**src/rtl/smul_pkg.sv**
```systemverilog
package smul_pkg;
  typedef enum logic [1:0] {
    OP_NONE   = 2'b00,
    OP_INIT   = 2'b01,
    OP_STEP32 = 2'b10,
    OP_STEP64 = 2'b11
  } smul_op_e;
endpackage

```
**src/rtl/smul_seq_ctrl.sv**
```systemverilog
module smul_seq_ctrl
  import smul_pkg::*;
#(
  parameter int SEL_W = 3,
  parameter int STEPS = 4,
  localparam int K_W  = $clog2(STEPS + 1)
) (
  input  logic             clk_i,
  input  logic             rst_ni,
  input  logic             cmd_valid_i,
  input  logic [1:0]       cmd_op_i,
  input  logic [SEL_W-1:0] cmd_ra_i,
  input  logic [SEL_W-1:0] cmd_rb_i,
  input  logic             busy_i,
  input  logic             step_done_i,
  output logic             init_go_o,
  output logic             step_go_o,
  output logic             step_wide_o,
  output logic [K_W-1:0]   k_o,
  output logic             err_o
);
  smul_op_e         op;
  logic             cmd_ok, sel_bad, is_step, sel_match;
  logic             armed_q, err_q;
  logic [SEL_W-1:0] ra_q, rb_q;
  logic [K_W-1:0]   k_q;

  assign op        = smul_op_e'(cmd_op_i);
  assign cmd_ok    = cmd_valid_i && !busy_i;
  assign sel_bad   = (cmd_ra_i == '0) || (cmd_rb_i == '0) || (cmd_ra_i == cmd_rb_i);
  assign is_step   = (op == OP_STEP32) || (op == OP_STEP64);
  assign sel_match = armed_q && (cmd_ra_i == ra_q) && (cmd_rb_i == rb_q);

  assign init_go_o   = cmd_ok && (op == OP_INIT) && !sel_bad;
  assign step_go_o   = cmd_ok && is_step && sel_match;
  assign step_wide_o = (op == OP_STEP64);
  assign k_o         = k_q;
  assign err_o       = err_q;

  always_ff @(posedge clk_i or negedge rst_ni) begin
    if (!rst_ni) begin
      armed_q <= 1'b0;
      err_q   <= 1'b0;
      ra_q    <= '0;
      rb_q    <= '0;
      k_q     <= '0;
    end else begin
      if (cmd_ok && (op == OP_INIT)) begin
        if (sel_bad) begin
          armed_q <= 1'b0;
          err_q   <= 1'b1;
        end else begin
          armed_q <= 1'b1;
          ra_q    <= cmd_ra_i;
          rb_q    <= cmd_rb_i;
          k_q     <= '0;
        end
      end
      if (cmd_ok && is_step && !sel_match) err_q <= 1'b1;
      if (step_done_i && (k_q != K_W'(STEPS))) k_q <= k_q + 1'b1;
    end
  end
endmodule

```
**src/rtl/smul_shift_add.sv**
```systemverilog
module smul_shift_add #(
  parameter int DATA_W = 32,
  parameter int STEP_W = 8,
  localparam int PROD_W = DATA_W + STEP_W,
  localparam int CNT_W  = $clog2(STEP_W)
) (
  input  logic              clk_i,
  input  logic              rst_ni,
  input  logic              start_i,
  input  logic [STEP_W-1:0] byte_i,
  input  logic [DATA_W-1:0] mplier_i,
  output logic              busy_o,
  output logic              last_o,
  output logic [PROD_W-1:0] prod_o
);
  logic              busy_q;
  logic [CNT_W-1:0]  cnt_q;
  logic [STEP_W-1:0] byte_q;
  logic [PROD_W-1:0] part_q, part_nxt;

  // one multiplicand bit per cycle
  assign part_nxt = part_q + (byte_q[cnt_q] ? (PROD_W'(mplier_i) << cnt_q) : '0);
  assign last_o   = busy_q && (cnt_q == CNT_W'(STEP_W - 1));
  assign busy_o   = busy_q;
  assign prod_o   = part_nxt;

  always_ff @(posedge clk_i or negedge rst_ni) begin
    if (!rst_ni) begin
      busy_q <= 1'b0;
      cnt_q  <= '0;
      byte_q <= '0;
      part_q <= '0;
    end else if (start_i) begin
      busy_q <= 1'b1;
      cnt_q  <= '0;
      byte_q <= byte_i;
      part_q <= '0;
    end else if (busy_q) begin
      part_q <= part_nxt;
      cnt_q  <= cnt_q + 1'b1;
      if (last_o) busy_q <= 1'b0;
    end
  end
endmodule

```
**src/rtl/smul_unit.sv**
```systemverilog
module smul_unit
  import smul_pkg::*;
#(
  parameter int DATA_W = 32,
  parameter int STEP_W = 8,
  parameter int SEL_W  = 3
) (
  input  logic              clk_i,
  input  logic              rst_ni,
  input  logic              cmd_valid_i,
  input  logic [1:0]        cmd_op_i,
  input  logic [SEL_W-1:0]  cmd_ra_i,
  input  logic [SEL_W-1:0]  cmd_rb_i,
  input  logic [DATA_W-1:0] cmd_a_i,
  input  logic [DATA_W-1:0] cmd_b_i,
  output logic              busy_o,
  output logic              done_o,
  output logic              err_o,
  output logic [DATA_W-1:0] acc_o,
  output logic [DATA_W-1:0] hi_o,
  output logic [DATA_W-1:0] mcand_o
);
  localparam int STEPS  = DATA_W / STEP_W;
  localparam int K_W    = $clog2(STEPS + 1);
  localparam int PROD_W = DATA_W + STEP_W;
  localparam int WIDE_W = 2 * DATA_W;
  localparam int SH_W   = $clog2(STEPS * STEP_W + 1);

  logic              init_go, step_go, step_wide, core_busy, core_last;
  logic [K_W-1:0]    k;
  logic [PROD_W-1:0] prod;
  logic [SH_W-1:0]   shamt;
  logic [WIDE_W-1:0] addend, wide_sum;
  logic [DATA_W-1:0] narrow_sum, hi_eff;
  logic [DATA_W-1:0] acc_q, hi_q, mcand_q, mplier_q;
  logic              wide_q, hi_zero_q, done_q;

  smul_seq_ctrl #(.SEL_W(SEL_W), .STEPS(STEPS)) u_ctrl (
    .clk_i       (clk_i),
    .rst_ni      (rst_ni),
    .cmd_valid_i (cmd_valid_i),
    .cmd_op_i    (cmd_op_i),
    .cmd_ra_i    (cmd_ra_i),
    .cmd_rb_i    (cmd_rb_i),
    .busy_i      (core_busy),
    .step_done_i (core_last),
    .init_go_o   (init_go),
    .step_go_o   (step_go),
    .step_wide_o (step_wide),
    .k_o         (k),
    .err_o       (err_o)
  );

  smul_shift_add #(.DATA_W(DATA_W), .STEP_W(STEP_W)) u_core (
    .clk_i    (clk_i),
    .rst_ni   (rst_ni),
    .start_i  (step_go),
    .byte_i   (mcand_q[STEP_W-1:0]),
    .mplier_i (mplier_q),
    .busy_o   (core_busy),
    .last_o   (core_last),
    .prod_o   (prod)
  );

  assign shamt      = SH_W'(32'(k) * STEP_W);
  assign addend     = WIDE_W'(prod) << shamt;
  assign hi_eff     = hi_zero_q ? '0 : hi_q;
  assign wide_sum   = {hi_eff, acc_q} + addend;
  assign narrow_sum = acc_q + addend[DATA_W-1:0];

  always_ff @(posedge clk_i or negedge rst_ni) begin
    if (!rst_ni) begin
      acc_q     <= '0;
      hi_q      <= '0;
      mcand_q   <= '0;
      mplier_q  <= '0;
      wide_q    <= 1'b0;
      hi_zero_q <= 1'b0;
      done_q    <= 1'b0;
    end else begin
      done_q <= core_last;
      if (init_go) begin
        acc_q     <= '0;
        mcand_q   <= cmd_a_i;
        hi_q      <= cmd_b_i;
        mplier_q  <= cmd_b_i;
        hi_zero_q <= 1'b1;
      end
      if (step_go) wide_q <= step_wide;
      if (core_last) begin
        mcand_q <= mcand_q >> STEP_W;
        if (wide_q) begin
          {hi_q, acc_q} <= wide_sum;
          hi_zero_q     <= 1'b0;
        end else begin
          acc_q <= narrow_sum;
        end
      end
    end
  end

  assign busy_o  = core_busy;
  assign done_o  = done_q;
  assign acc_o   = acc_q;
  assign hi_o    = hi_q;
  assign mcand_o = mcand_q;
endmodule

```
**config.mk**
```make
export PLATFORM = sky130hd
export DESIGN_NAME = smul_unit
export DESIGN_NICKNAME = d
export VERILOG_FILES = /design/src/rtl/smul_pkg.sv /design/src/rtl/smul_seq_ctrl.sv /design/src/rtl/smul_shift_add.sv /design/src/rtl/smul_unit.sv
export SDC_FILE = /design/constraint.sdc
export NUM_CORES = 1
export LEC_CHECK = 0
export BUFFER_PORTS_ARGS = -buffer_cell sky130_fd_sc_hd__buf_2
export CAP_MARGIN = 5
export CORE_ASPECT_RATIO = 1.1
export CORE_MARGIN = 2
export CORE_UTILIZATION = 53
export CTS_BUF_LIST = sky130_fd_sc_hd__clkbuf_8
export DETAILED_ROUTE_END_ITERATION = 10
export PLACE_DENSITY_LB_ADDON = 0.15
export SYNTH_ARGS = -nofsm -noshare
export SYNTH_HDL_FRONTEND = slang
export SYNTH_SLANG_ARGS = --single-unit
```
**constraint.sdc**
```tcl
create_clock -name clk_i -period 6.6 [get_ports clk_i]
set_input_delay 1.32 -clock clk_i [delete_from_list [all_inputs] [get_ports clk_i]]
set_output_delay 1.32 -clock clk_i [all_outputs]
set_load 0.005 [all_outputs]
```
Word level (Yosys, flattened, before mapping)
Index checks and enable logic that the tools add are counted.

cells by class
  add/sub/neg operators = 5
  $lt $le $gt $ge = 1
  eq/ne operators = 9
  shifts and indexed selects = 2
  multiplexer cells = 29
  bitwise operators = 1
  reduce and logical (&&, ||, !) cells = 26

operator list
  operator                                                    count
  2-to-1 mux 32 bit                                           9
  2-to-1 mux 40 bit                                           3
  adder 64 bit                                                1
  left shift 40 x 6 -> 64 bit                                 1
  adder 40 bit                                                1
  left shift 32 x 3 -> 40 bit                                 1
  adder 32 bit                                                1
  2-to-1 mux 3 bit                                            5
  2-to-1 mux 1 bit                                            11
  logical AND 1 bit                                           10
  nonzero test 2 bit                                          5
  == test 3 bit                                               3
  adder 3 x 1 -> 3 bit, second input constant                 2
  logical NOT 3 bit                                           2
  AND reduction 2 bit                                         3
  == test 2 bit, second input constant                        2
  less-than comparator 3 x 4 -> 1 bit, second input constant  1
  binary-select mux 1 bit (select 3 bit)                      1
  == test 3 bit, second input constant                        1
  logical NOT 1 bit                                           3
  logical OR 1 bit                                            3
  inequality test 3 bit, second input constant                1
  == test 2 x 1 -> 1 bit, second input constant               1
  inequality test 2 bit, second input constant                1
  NOT 1 bit                                                   1

storage, ports and cells
  register bits after elaboration = 194

Longest topological paths before layout
  word-level depth = 8
  mapped depth = 33
  mapped depth without buffers = 29

Hierarchy
A second synthesis with hierarchy kept.

unflattened totals
  cells, all modules = 2050
  area, all modules = 17087.6 um2

modules (own cells, without submodules)
  module          instances  cells an instance  area each (um2)  seq. area each (um2)
  smul_unit       1          1285               10636.5          3278.1
  smul_shift_add  1          697                5738.0           1301.2
  smul_seq_ctrl   1          68                 713.2            275.3

Worst setup path before layout
OpenSTA, ideal clock, no wires.

  path type = register -> register
  from = register u_core.cnt_q[0]
  to = register hi_q[26] (netlist: hi_o[26])
  library setup time = 0.137 ns
  data arrival time = 6.765 ns
  slack = -0.302 ns
  cell stages (with the launch flop) = 30
  path buffers = 2
  period minus slack after synthesis = 6.902 ns
  path through = dfrtp_1 -> clkbuf_1 -> buf_1 -> mux4_2 -> nand2_1 -> a21oi_1 -> ha_1 -> a21o_1 -> a21o_1 -> a2111oi_2 -> o31ai_1 -> a221o_1 -> nor3_2 -> a21oi_2 -> xnor2_2 -> mux2_1 -> mux2i_1 -> nor2_1 -> ha_1 -> nand2_1 -> or3_1 -> or2_1 -> o221ai_2 -> or3_1 -> a31oi_1 -> o31a_1 -> o31ai_4 -> a41o_1 -> xnor2_1 -> a21oi_1

on the way
  word-level cells in the longest chain between the ends = 8
  elaborated cells between the ends (all ways) = 11

ends and longest elaborated chain
  item                                    line                  text
  from (decl)                             smul_shift_add.sv:17  logic [CNT_W-1:0] cnt_q;
  from (signal assigned)                  smul_shift_add.sv:40  cnt_q <= cnt_q + 1'b1;
  binary-select mux 1 bit (select 3 bit)  smul_shift_add.sv:22  assign part_nxt = part_q + (byte_q[cnt_q] ? (PROD_W'(mplier_i) << cnt_q) : '0);
  2-to-1 mux 1 bit (not written as such)  smul_shift_add.sv:22
  2-to-1 mux 40 bit                       smul_shift_add.sv:22
  adder 40 bit                            smul_shift_add.sv:22
  left shift 40 x 6 -> 64 bit             smul_unit.sv:66       assign addend = WIDE_W'(prod) << shamt;
  adder 64 bit                            smul_unit.sv:68       assign wide_sum = {hi_eff, acc_q} + addend;
  2-to-1 mux 32 bit                       smul_unit.sv:92       if (wide_q) begin
  2-to-1 mux 32 bit (*)                   smul_unit.sv:90       if (core_last) begin
  to (signal assigned)                    smul_unit.sv:85       hi_q <= cmd_b_i;
  to (signal assigned)                    smul_unit.sv:93       {hi_q, acc_q} <= wide_sum;
  to (decl)                               smul_unit.sv:35       logic [DATA_W-1:0] acc_q, hi_q, mcand_q, mplier_q;

Every way passes the cells marked *; elsewhere a longest branch is shown, timed or not. The select of a mux whose other input is x is not followed.
A chain may end at the register's enable or synchronous reset.

Worst setup path in the final report
Same ends and word-level chain as after synthesis.

==> impl_results.md <==
* Hold Vio Cnt, Final at 0
* ANT nets after route at 0
* Pin slew with the least headroom to its limit at 1.21 ns
* Final slew viol count at 0
* Drt total wl at around 64000 µm
* Combinational family with the most area after synthesis: compound AO/OA/AOI/OAI gates
* Largest net degree at the start of global routing at approximately 120
* Most used flip-flop cell after synthesis: sky130_fd_sc_hd__dfrtp_1
* Core area at 0.0303 mm²
* CTS tree: yes
* Period utilization at 105%
* Peak supply drop at 0.252 mV
* Count of pins on the block boundary at 174
* Net count of the finished layout at 2745
* Wire length per cell after detailed routing at 21.3 µm
* Data arrival time of the critical path at 7.31 ns
* Type of the most critical hold path: register to register
* Worst-skew pair later-pin latency at around 0.54 ns
* Sequential area share after synthesis at 29.8%
* Post-Synthesis Mean Instance Area at 7.86 µm²
* # DRC at 0
* Yosys top cell area share at 29.8%
* Clock period minus worst slack at approximately 6.9 ns
* Residual overflow from global routing at 0
* Largest area contributor in the netlist: sky130_fd_sc_hd__dfrtp_1
* Standard cell area after detailed placement at 0.0200 mm²
* Mean number of vias per cell at 6.01
* I/O Buffers at roughly 170
* Commonest cells in the netlist: sky130_fd_sc_hd__nand2_1 (438), sky130_fd_sc_hd__dfrtp_1 (194), sky130_fd_sc_hd__a21oi_1 (159)
* Number of inserted diodes at 0
* Number of synthesis warnings at 0
* Highest clock rate at 145 MHz
* Synth-to-Final Area Change at 35.9%
* Overall power after layout at 7.16 mW
* Cell with the most instances after synthesis: sky130_fd_sc_hd__nand2_1
* Via count of the first global-routing pass at 17100
* Number of different library cells in the post-synthesis netlist at 84
* Combined global-route utilization of all metal layers at 38.9%
* HPWL Detailed at 47500 µm
* Die X at 171 µm
* Antenna violations before repair at 0
* Routability Congestion at 1.06
* Multiplexer area fraction after synthesis at 6.20%
* Slowest library cell on the worst path: sky130_fd_sc_hd__mux4_2
* Total of flip-flops plus latches after synthesis at roughly 190
* Number of vias in the routed layout at about 18000
* Max H-tree Level at 4
* Worst setup SP type: register
* Setup Viol. Count Final at 9
* Synthesized-area fraction occupied by ao, oa, aoi and oai cells at 24.0%
* XOR/XNOR Fraction of Synth Area at 5.48%
* Main area contributors after synthesis: sky130_fd_sc_hd__dfrtp_1 (30%), sky130_fd_sc_hd__nand2_1 (10%), sky130_fd_sc_hd__ha_1 (8.1%)
* Setup WS post-layout at -0.316 ns
* Number of instances in the synthesized netlist at 2072
* Number of rows in the core area at 67
* Worst path most repeated cell: sky130_fd_sc_hd__buf_6
* Fraction of registers with async set/reset at 100%
* Kind of end point of the critical path: register
* Hold-fix buffer count after cts at 0
* Cell area after synthesis at roughly 0.016 mm²
* Clock-pin transition on the worst setup and hold timing paths at approximately 0.11 ns
* Stage delay of the slowest cell on the critical path at 0.58 ns
* Pwr/cell area at 323 mW/mm²
* Violations in the final reports: negative setup slack
* Largest fanout on the critical path at 6
* CP required at ~7.0 ns
* Post-synthesis share of cell area spent on and, or, nand and nor gates at between 20 and 25%
* Number of DRC markers in iteration 0 at 1615
* Outcome: finished with violations
* Fraction of final layout cells sized beyond drive strength 1 at between 30% and 40%
* Setup repair after global routing missed its margin: yes
* Design Area, Final at 0.0221 mm²
* Number of enable-type register cells in the synthesized netlist at 0
* Master cell of the clock root buffer: sky130_fd_sc_hd__clkbuf_8
* First-pass iteration count of the detailed router at 6
* Starting Density at 53.7%
* Worst Setup Path Type: register to register
* Leakage Power at 11.1 nW
* Syn nets at 2255
* Placed Instances at 2896
* Count of max-cap constraint violations at 0
* Clk sinks at 194
* Post-synthesis adder-cell area fraction at 8.39%
* Headroom to the max-slew limit at 19.6%
* Count of placed standard cells in the final layout, fillers left out at 2988
* Area of the die at 0.0322 mm²
* Maximum clock path buffer count at 2
* Number of clock buffers inserted by TritonCTS at 17
* Worst Skew at 0.0184 ns
* Vert. Die Dim at 188 µm
* Global-route wire length before repair at just under 100000 µm
kinds of logic after synthesis:
kind of cell | after synthesis
AOI/OAI and AO/OA | 604
xor gates and xnor gates | 101
buffers and inverters | 160
adders and majority gates | 108
and+or+nand+nor | 830
muxes | 75
DFF | 194
per-stage QoR:
| step | util, % | hold slack (ns) | setup TNS, ns | setup slack, ns |
|---|---|---|---|---|
| finish | 72.9 | 0.460 | -1.52 | -0.316 |
| global route | 72.9 | 0.490 | -5.99 | -0.570 |
| CTS | 70.0 | 0.465 | -0.698 | -0.223 |
| detailed placement | 65.9 | 0.439 | -9.51 | -0.707 |
| global placement | 65.9 | 0.435 | -7.58 | -0.612 |
| floorplan | - | 0.440 | 0 | 0.0282 |
report_power, final:
part           total [mW]  switching (mW)  internal, mW
clock               0.842           0.525         0.317
combinational        4.49            2.34          2.15
sequential           1.82           0.333          1.49
path summary, 6_finish.rpt:
kind	startpoint	to	slack, ns	depth (start not counted)
max	u_core.cnt_q[0]	hi_o[26]	-0.32	31
min	u_ctrl.err_o	u_ctrl.err_o	0.46	1
max reg2reg	u_core.cnt_q[0]	hi_o[26]	-0.32	31
min reg2reg	u_ctrl.err_o	u_ctrl.err_o	0.46	1
max in group asynchronous	rst_ni	u_core.cnt_q[0]	4.64	2
min in group asynchronous	rst_ni	u_core.part_q[12]	0.77	1
critical path, delay by kind of cell (launching register included):
kind | cells | cell delay (ns)
fa+ha+maj | 2 | 0.34
flops | 1 | 0.46
mux | 2 | 0.77
compound gates | 15 | 3.10
buf+inv | 4 | 0.47
simple gates | 7 | 1.49
xor+xnor | 1 | 0.14
flip-flops by register name (all words and copies together) (netlist names), 8 cells and up:
signal,flops
hi_o,32
u_core.byte_q,8
mplier_q,32
mcand_o,32
acc_o,32
u_core.part_q,40
routing by layer:
layer,part of all wire [%],GRT usage [%]
met1,42,53.6
met4,4.8,18.2
met5,0,0
met3,7.4,6.08
met2,46,59.9
area by class of cell:
class	count	area (µm²)
repair buffers	597	4210
clock inverters	14	169
flip-flops and latches	194	4860
fillers	2473	8210
inverters	34	128
clock buffers	17	234
multi-input cells	1718	12000
well taps	414	518
placed cells by master (no fill, tap or decap), types with 20 or more instances in the layout:
cell type / n
sky130_fd_sc_hd__a21o_1: 73
sky130_fd_sc_hd__a21oi_1: 122
sky130_fd_sc_hd__a21oi_2: 35
sky130_fd_sc_hd__a22oi_1: 27
sky130_fd_sc_hd__a31oi_1: 32
sky130_fd_sc_hd__and3_1: 24
sky130_fd_sc_hd__buf_2: 172
sky130_fd_sc_hd__buf_4: 400
sky130_fd_sc_hd__dfrtp_1: 191
sky130_fd_sc_hd__ha_1: 83
sky130_fd_sc_hd__inv_1: 29
sky130_fd_sc_hd__mux2i_1: 41
sky130_fd_sc_hd__mux4_2: 20
sky130_fd_sc_hd__nand2_1: 429
sky130_fd_sc_hd__nand3_1: 70
sky130_fd_sc_hd__nand4_1: 22
sky130_fd_sc_hd__nor2_1: 134
sky130_fd_sc_hd__nor2b_1: 43
sky130_fd_sc_hd__o21ai_0: 103
sky130_fd_sc_hd__o21ai_1: 31
sky130_fd_sc_hd__xnor2_1: 44
sky130_fd_sc_hd__xor2_1: 37
repair_timing:
action,CTS,global route
gates resized for setup,111,143
buffers inserted,40,21
cloned,1,0
setup endpoints to repair,29,33
pin swaps,68,70
No activity file was read; power rests on OpenSTA's default activity.
